## src/rtl/wdog_pkg.sv

```systemverilog
package wdog_pkg;
    localparam int REG_W      = 16;
    localparam int ADDR_W     = 3;
    localparam int TC_BIT     = 7;
    localparam int CMD_STOP   = 0;
    localparam int CMD_START  = 1;

    typedef enum logic [ADDR_W-1:0] {
        ADR_CMD    = 3'd0,
        ADR_MASK   = 3'd1,
        ADR_STAT   = 3'd2,
        ADR_CNT_LO = 3'd3,
        ADR_CNT_HI = 3'd4
    } reg_sel_e;

    typedef struct packed {
        logic run;
        logic stop;
    } cmd_st_t;
endpackage

```

## src/rtl/wdog_prescaler.sv

```systemverilog
module wdog_prescaler #(
    parameter int DIV = 40
) (
    input  logic clk,
    input  logic rst_n,
    input  logic run,
    input  logic restart,
    output logic tick
);
    localparam int PW = (DIV > 1) ? $clog2(DIV) : 1;
    localparam logic [PW-1:0] LAST = PW'(DIV - 1);

    typedef struct packed {
        logic [PW-1:0] pre;
    } pre_st_t;

    pre_st_t st_d, st_q;

    always_comb begin
        st_d = st_q;
        tick = run && (st_q.pre == LAST);
        if (restart || !run) begin
            st_d.pre = '0;
        end else if (tick) begin
            st_d.pre = '0;
        end else begin
            st_d.pre = st_q.pre + 1'b1;
        end
    end

    always_ff @(posedge clk or negedge rst_n) begin
        if (!rst_n) begin
            st_q <= '0;
        end else begin
            st_q <= st_d;
        end
    end
endmodule

```

## src/rtl/wdog_counter.sv

```systemverilog
module wdog_counter #(
    parameter int HW = 16
) (
    input  logic            clk,
    input  logic            rst_n,
    input  logic            tick,
    input  logic [1:0]      half_wr,
    input  logic [HW-1:0]   wdata,
    output logic [2*HW-1:0] count,
    output logic            wrap
);
    localparam int CW = 2 * HW;

    typedef struct packed {
        logic [CW-1:0] cnt;
    } cnt_st_t;

    cnt_st_t st_d, st_q;

    always_comb begin
        st_d = st_q;
        wrap = 1'b0;
        if (|half_wr) begin
            for (int h = 0; h < 2; h++) begin
                if (half_wr[h]) begin
                    st_d.cnt[h*HW +: HW] = wdata;
                end
            end
        end else if (tick) begin
            if (st_q.cnt == '0) begin
                st_d.cnt = '1;
                wrap     = 1'b1;
            end else begin
                st_d.cnt = st_q.cnt - 1'b1;
            end
        end
    end

    assign count = st_q.cnt;

    always_ff @(posedge clk or negedge rst_n) begin
        if (!rst_n) begin
            st_q <= '0;
        end else begin
            st_q <= st_d;
        end
    end
endmodule

```

## src/rtl/wdog_irq_regs.sv

```systemverilog
module wdog_irq_regs #(
    parameter int W  = 16,
    parameter int TC = 7
) (
    input  logic         clk,
    input  logic         rst_n,
    input  logic         mask_wr,
    input  logic         stat_wr,
    input  logic [W-1:0] wdata,
    input  logic [W-1:0] evt_set,
    input  logic         tc_set,
    output logic [W-1:0] mask,
    output logic [W-1:0] stat,
    output logic         irq
);
    localparam logic [W-1:0] TC_VEC    = W'(1) << TC;
    localparam logic [W-1:0] MASK_KEEP = {1'b0, {(W-1){1'b1}}};

    typedef struct packed {
        logic [W-1:0] mask;
        logic [W-1:0] stat;
    } irq_st_t;

    irq_st_t      st_d, st_q;
    logic [W-1:0] set_vec;
    logic [W-1:0] clr_vec;

    always_comb begin
        st_d    = st_q;
        set_vec = evt_set | (tc_set ? TC_VEC : '0);
        clr_vec = stat_wr ? wdata : '0;
        if (mask_wr) begin
            st_d.mask = wdata & MASK_KEEP;
        end
        st_d.stat = (st_q.stat & ~clr_vec) | set_vec;
    end

    assign mask = st_q.mask;
    assign stat = st_q.stat;
    assign irq  = |(st_q.mask & st_q.stat);

    always_ff @(posedge clk or negedge rst_n) begin
        if (!rst_n) begin
            st_q <= '0;
        end else begin
            st_q <= st_d;
        end
    end
endmodule

```

## src/rtl/wdog_countdown.sv

```systemverilog
module wdog_countdown
    import wdog_pkg::*;
#(
    parameter int TICK_DIV = 40
) (
    input  logic              clk,
    input  logic              rst_n,
    input  logic              reg_we,
    input  logic [ADDR_W-1:0] reg_addr,
    input  logic [REG_W-1:0]  reg_wdata,
    output logic [REG_W-1:0]  reg_rdata,
    input  logic [REG_W-1:0]  evt_set,
    output logic              irq
);
    localparam int CNT_W = 2 * REG_W;

    cmd_st_t           cmd_d, cmd_q;
    logic              wr_cmd, wr_mask, wr_stat;
    logic [1:0]        half_wr;
    logic              start_req, stop_req, restart;
    logic              tick_w, uf_w;
    logic              run_w, stop_w;
    logic [CNT_W-1:0]  cnt_w;
    logic [REG_W-1:0]  mask_w, stat_w;

    assign wr_cmd     = reg_we && (reg_addr == ADR_CMD);
    assign wr_mask    = reg_we && (reg_addr == ADR_MASK);
    assign wr_stat    = reg_we && (reg_addr == ADR_STAT);
    assign half_wr[0] = reg_we && (reg_addr == ADR_CNT_LO);
    assign half_wr[1] = reg_we && (reg_addr == ADR_CNT_HI);

    assign start_req = wr_cmd && reg_wdata[CMD_START];
    assign stop_req  = wr_cmd && reg_wdata[CMD_STOP];
    assign restart   = start_req || (|half_wr);

    // Command state: stop handled first, start last so it wins.
    always_comb begin
        cmd_d = cmd_q;
        if (stop_req) begin
            cmd_d.run  = 1'b0;
            cmd_d.stop = 1'b1;
        end
        if (start_req) begin
            cmd_d.run  = 1'b1;
            cmd_d.stop = 1'b0;
        end
    end

    always_ff @(posedge clk or negedge rst_n) begin
        if (!rst_n) begin
            cmd_q <= '{run: 1'b0, stop: 1'b1};
        end else begin
            cmd_q <= cmd_d;
        end
    end

    assign run_w  = cmd_q.run;
    assign stop_w = cmd_q.stop;

    wdog_prescaler #(.DIV(TICK_DIV)) u_pre (
        .clk     (clk),
        .rst_n   (rst_n),
        .run     (run_w),
        .restart (restart),
        .tick    (tick_w)
    );

    wdog_counter #(.HW(REG_W)) u_cnt (
        .clk     (clk),
        .rst_n   (rst_n),
        .tick    (tick_w),
        .half_wr (half_wr),
        .wdata   (reg_wdata),
        .count   (cnt_w),
        .wrap    (uf_w)
    );

    wdog_irq_regs #(.W(REG_W), .TC(TC_BIT)) u_irq (
        .clk     (clk),
        .rst_n   (rst_n),
        .mask_wr (wr_mask),
        .stat_wr (wr_stat),
        .wdata   (reg_wdata),
        .evt_set (evt_set),
        .tc_set  (uf_w),
        .mask    (mask_w),
        .stat    (stat_w),
        .irq     (irq)
    );

    always_comb begin
        reg_rdata = '0;
        case (reg_addr)
            ADR_CMD: begin
                reg_rdata[CMD_STOP]  = cmd_q.stop;
                reg_rdata[CMD_START] = cmd_q.run;
            end
            ADR_MASK:   reg_rdata = mask_w;
            ADR_STAT:   reg_rdata = stat_w;
            ADR_CNT_LO: reg_rdata = cnt_w[REG_W-1:0];
            ADR_CNT_HI: reg_rdata = cnt_w[CNT_W-1:REG_W];
            default:    reg_rdata = '0;
        endcase
    end
endmodule

```

## config.mk

```make
export PLATFORM = sky130hd
export DESIGN_NAME = wdog_countdown
export DESIGN_NICKNAME = d
export VERILOG_FILES = /design/src/rtl/wdog_pkg.sv /design/src/rtl/wdog_prescaler.sv /design/src/rtl/wdog_counter.sv /design/src/rtl/wdog_irq_regs.sv /design/src/rtl/wdog_countdown.sv
export SDC_FILE = /design/constraint.sdc
export NUM_CORES = 1
export LEC_CHECK = 0
export ABC_AREA = 1
export BUFFER_PORTS_ARGS = -buffer_cell sky130_fd_sc_hd__buf_2
export CAP_MARGIN = 20
export CORE_MARGIN = 4
export CORE_UTILIZATION = 54
export DETAILED_ROUTE_END_ITERATION = 6
export PLACE_DENSITY_LB_ADDON = 0.1
export SLEW_MARGIN = 5
export SYNTH_ARGS = -nofsm -noshare
export SYNTH_HDL_FRONTEND = slang
export SYNTH_HIERARCHICAL = 1
export SYNTH_SLANG_ARGS = --single-unit
```

## constraint.sdc

```tcl
create_clock -name clk -period 1.8 [get_ports clk]
set_input_delay 0.36 -clock clk [delete_from_list [all_inputs] [get_ports clk]]
set_output_delay 0.36 -clock clk [all_outputs]
set_load 0.02 [all_outputs]
```

# Yosys cells after proc, flatten, opt, wreduce, memory -nomap -nowiden
# Cells that the tools add are included.
[word_totals]
reg_bits = 71
input_bits = 38
output_inout_bits = 17
elab_cells = 56
[classes]
addsub = 2
eq_ne = 7
muxes = 16
bitwise = 5
reduce_logical = 19
[ops]
columns = ["cell", "count"]
rows = [
  ["$mux 32", 3],
  ["$pmux 14 s4", 1],
  ["$mux 16", 3],
  ["$logic_not 32->1", 1],
  ["$or 16x16->16", 2],
  ["$sub 32x1->32 const B", 1],
  ["$and 15x16->16", 1],
  ["$and 16x16->16", 1],
  ["$not 16->16", 1],
  ["$reduce_or 16->1", 1],
  ["$mux 6", 2],
  ["$pmux 2 s5", 1],
  ["$logic_and 1x1->1", 8],
  ["$mux 8", 1],
  ["$add 6x1->6 const B", 1],
  ["$eq 3x2->1 const B", 2],
  ["$eq 6x6->1 const B", 1],
  ["$mux 2", 2],
  ["$ne 2x2->1 const B", 2],
  ["$reduce_and 2->1", 2],
  ["$reduce_bool 2->1", 2],
  ["$eq 3x1->1 const B", 1],
  ["$eq 3x3->1 const B", 1],
  ["$logic_not 3->1", 1],
  ["4 further kinds", 7],
]

# Longest topological paths before layout
[depth]
word_depth = 7
ltp_mapped = 12
ltp_nobuf = 12

# Modules after synthesis
# Netlist, hierarchy kept.
[by_module_without_submodules]
columns = ["mod", "instances", "cells_per_inst", "area_per_inst_um2", "seq_area_each_um2"]
rows = [
  ["wdog_counter", 1, 440, 2733.9, 800.8],
  ["wdog_irq_regs", 1, 118, 1347.5, 775.7],
  ["wdog_countdown", 1, 132, 819.5, 51.3],
  ["wdog_prescaler", 1, 37, 302.8, 150.1],
]

# Worst setup path before layout
# No wires, ideal clock.
[synth_path]
path_type = "input -> register"
start = "input port reg_addr[2]"
end = "register u_cnt.st_q, in the netlist u_cnt/count[19]"
setup_ps = 120
arrival_time_ps = 1716
t_required_ps = 1680
setup_slack_ps = -36
path_stages = 11
path_buffers = 3
cell_sequence = "buf_6 -> inv_4 -> buf_2 -> nand4_1 -> inv_1 -> inv_1 -> a21oi_1 -> inv_2 -> clkbuf_1 -> nor2_1 -> a21oi_2"
[synth_between]
elab_chain_cells = 5
word_cells_on_any_way = 9
classes_between = "eq/ne: 3; mux: 1; reduce/logical: 5"
[synth_lines]
columns = ["item", "line_no", "text"]
rows = [
  ["from (decl)", "wdog_countdown.sv:9", "input logic [ADDR_W-1:0] reg_addr,"],
  ["$eq 3x2->1 *", "wdog_countdown.sv:29", "assign half_wr[0] = reg_we && (reg_addr == ADR_CNT_LO);"],
  ["$logic_and 1x1->1 *", "wdog_countdown.sv:29", ""],
  ["named net half_wr[0]", "wdog_countdown.sv:19", "logic [1:0] half_wr;"],
  ["$reduce_or 2->1 *", "wdog_counter.sv:23", "if (|half_wr) begin"],
  ["$ne 2x2->1 (no source line) / $reduce_bool 2->1 (equally long branches)", "--", ""],
  ["$reduce_and 2->1 (no source line)", "--", ""],
  ["to (signal assigned)", "wdog_counter.sv:45", "st_q <= st_d;"],
  ["to (decl)", "wdog_counter.sv:18", "cnt_st_t st_d, st_q;"],
]
# Mark *: on every way through the listed nets, which the timed path passes. The rest lies on a longest branch.
# A chain may end at the register's enable or synchronous reset.

# Final worst setup path
[layout_path]
start = "register u_pre/st_q[1] (netlist name)"
end = "register u_cnt.st_q, in the netlist u_cnt/count[0]"
[layout_between]
elab_chain_cells = 4
[layout_lines]
columns = ["item", "line_no", "text"]
rows = [
  ["from (decl)", "wdog_prescaler.sv:17", "pre_st_t st_d, st_q;"],
  ["from (signal assigned)", "wdog_prescaler.sv:35", "st_q <= st_d;"],
  ["$eq 6x6->1", "wdog_prescaler.sv:21", "tick = run && (st_q.pre == LAST);"],
  ["$logic_and 1x1->1", "wdog_prescaler.sv:21", ""],
  ["named net tick_w", "wdog_countdown.sv:21", "logic tick_w, uf_w;"],
  ["$reduce_bool 2->1 (no source line)", "--", ""],
  ["$reduce_and 2->1 (no source line)", "--", ""],
]
# The timed path passes the listed nets, and every way through them passes these cells.

==> metrics.yaml <==
crit_path_max_fanout: 18
rsz0062_at_grt: "true"
postLayoutSetupSlackWorst_ns: 0.00269
dieWidth_um: 106
vias_per_cell: 5.74
skew_ns: 0.0163
ys_types: 41
synthXorXnorAreaFrac_pct: 2.19
antenna_found_initial: 0
synth_mux_area_share_pct: 3.97
synth_top_cell_area_share_pct: 33.7
cts_tree: "built"
grt_pass1_wl_mm: 27.0
hold_viol: 0
drc: 0
utilization_pct: 68.7
cp.arrival_ns: 2.07
dpl.hpwl_mm: 12.4
powerDensity_nw_per_um2: 946
post-route-cell-area_um2: 6410
area_growth_pct: 23.2
io_buffer_count: 54
die_height_um: 106
fmax_mhz: 556
vias: 5506
finalSetupTns_ns: 0
synthSimpleGateAreaFrac_pct: 39.9
drt.antenna.violating_nets: 0
ir_drop_mv: 0.573
layout-drive-gt1-share_pct: 28.1
core_um2: 9330
cp_top_family: "buffers and inverters"
synthCells: 727
required_ns: 2.07
slowest_stage: "dfrtp_1"
postPlaceCellArea_um2: 5940
syn-cell-area_um2: 5200
critPathKind: "flop to flop"
ys.flop_type: "dfrtp_1"
clock_sinks: 71
io_pins: 55
wl_mm: 17.0
fin_cells: 959
totalPowerFinal_mw: 6.07
grt_pass1_vias: 5314
status: "finished, final reports clean"
synth.top_cells.by_area: "dfrtp_1, nand2_1, nor2_1"
holdBufCountCts: 0
grt_use_total_pct: 30.2
clk_path_buf_depth: 2
crit_path_max_incr_delay_ns: 0.42
yosys.cell_count.top_type: "nand2_1"
num_rows: 35
die_area_um2: 11300
setup_viol: 0
crit_chain: "ha_4 -> nand2_2 -> nor2_1 -> nand2_1 -> inv_2 -> a21oi_4 -> buf_12 -> buf_6 -> nor2_1 -> a22oi_2"
n_antenna_cell: 0
synth-edff-count: 0
h-tree-depth: 3
synth_top_family_by_area: "simple AND/OR/NAND/NOR gates"
cap_violations: 0
dr.first_iter.drc_count: 603
p_leak_nw: 3.11
final_max_slew_viol_count: 0
grt-ovfl-total: 0
hp-class: "primary input to async pin"
holdWs_ns: 0.00108
timing.final.crit_share_pct: 99.9
initial_core_util_pct: 55.8
dpl_worst_slack_ns: 0.0161
avgSynthCellArea_um2: 7.16
clk_latency_ns: 0.36
cp_num_buf_inv: 3
cpMostUsedCell: "nor2_1"
synth_seq_cells: 71
cts_made_buffers: 9
min_period_ns: 1.80
gp_congestion: 0.948
yosys.area.top_type: "dfrtp_1"
synthAdderAreaFrac_pct: 0.721
cp-start-kind: "flop"
syn_nets: 768
synth_compound_area_share_pct: 9.26
end_kind: "flop"
async_reset_ff_share_pct: 100
avgRoutedWirePerCell_um: 17.7
cts_root_buf: "clkbuf_8"
clk_pin_slew_ns: 0.09
fin_nets: 866
synthTopCellsByCount: "nand2_1, nor2_1, dfrtp_1"
firstDrtPassIters: 7
dp_cells: 933
ys_seq_area_share_pct: 34.2
grt_max_degree: 72
ys.warnings.count: 6
[sequential cells by signal (all words and copies together) (netlist names)]
| register | count |
|---|---|
| stop_w | 1 |
| run_w | 1 |
| u_irq/stat | 16 |
| u_cnt/count | 32 |
| u_irq/mask | 15 |
| u_pre/st_q | 6 |
[worst paths after layout]
kind / cells past startpoint / slack (ns) / end / start
setup / recovery: 10 / 0.003 / u_cnt/count[0] / u_pre/st_q[1]
hold / removal: 2 / 0.001 / u_irq/mask[0] / rst_n
setup reg to reg: 10 / 0.003 / u_cnt/count[0] / u_pre/st_q[1]
hold reg to reg: 1 / 0.52 / u_irq/stat[2] / u_irq/stat[2]
max in group asynchronous: 2 / 1.42 / u_cnt/count[6] / rst_n
min in group clk: 2 / 0.16 / u_irq/stat[11] / evt_set[11]
[logic make-up (layout without fill, tap and decap cells)]
family,Yosys count,after routing
AND/OR/NAND/NOR,444,445
buffers and inverters,105,207
AO/OA/AOI/OAI,75,75
flip-flops,71,71
multiplexers,15,15
XOR/XNOR,13,13
adder cells (fa/ha/maj),3,3
other,1,1
[worst reg2reg max path, cell delays in order (launching register included)]
cell	delay [ns]
dfrtp_1	0.42
ha_4	0.18
nand2_2	0.06
nor2_1	0.04
nand2_1	0.12
inv_2	0.09
a21oi_4	0.22
buf_12	0.15
buf_6	0.20
nor2_1	0.08
a22oi_2	0.15
[where the power goes]
group	internal (mW)	leakage (nW)	total (mW)	switching, mW
combinational	0.958	2.21	2.23	1.28
sequential	1.91	0.779	2.25	0.337
clock	0.873	0.121	1.59	0.714
total	3.74	3.11	6.07	2.33
[layer usage]
metal  GRT usage (%)  vias up  wire (um)
li1                -     2600          -
met1            42.3     2589       7300
met2            46.9      275       7710
met3            6.44       42       1610
met4            9.34        0        386
met5               0        -          0
[what timing repair did]
item                                    4_1_cts  5_1_grt
gates cloned                                  0        2
setup buffers                                 0        8
resized for setup                             1       45
endpoints found under the setup margin        1       44
pin swaps                                     0       11
endpoints found under the hold margin         0        0
[area by class of cell]
cell class	instances	area [um^2]
fill	790	2920
sequential	71	1780
timing repair inverter	1	7.51
multi-input combinational	552	3050
tap	129	161
clock inverter	5	86.3
timing repair buffer	121	903
inverter	69	265
clock buffer	11	151
[placed cells by master, fill, tap and decap left out, types with 3 or more instances in the layout]
| cell type | count |
|---|---|
| a21o_1 | 15 |
| inv_1 | 60 |
| clkbuf_8 | 11 |
| nand4_1 | 65 |
| nand2_2 | 7 |
| o21ai_1 | 10 |
| inv_6 | 3 |
| mux2_2 | 5 |
| nand3_2 | 6 |
| nor2_4 | 11 |
| buf_4 | 56 |
| dfrtp_1 | 67 |
| nand3_1 | 48 |
| a21oi_2 | 7 |
| nor2_1 | 118 |
| a21oi_1 | 20 |
| mux2_4 | 10 |
| inv_2 | 7 |
| buf_12 | 8 |
| dfrtp_2 | 3 |
| o21ai_0 | 13 |
| buf_6 | 4 |
| or2_0 | 3 |
| nand2_4 | 3 |
| nor2_2 | 19 |
| a22oi_2 | 5 |
| xnor2_1 | 5 |
| nand2_1 | 157 |
| buf_2 | 51 |
| xor2_1 | 8 |
No activity file was read; power rests on OpenSTA's default activity.
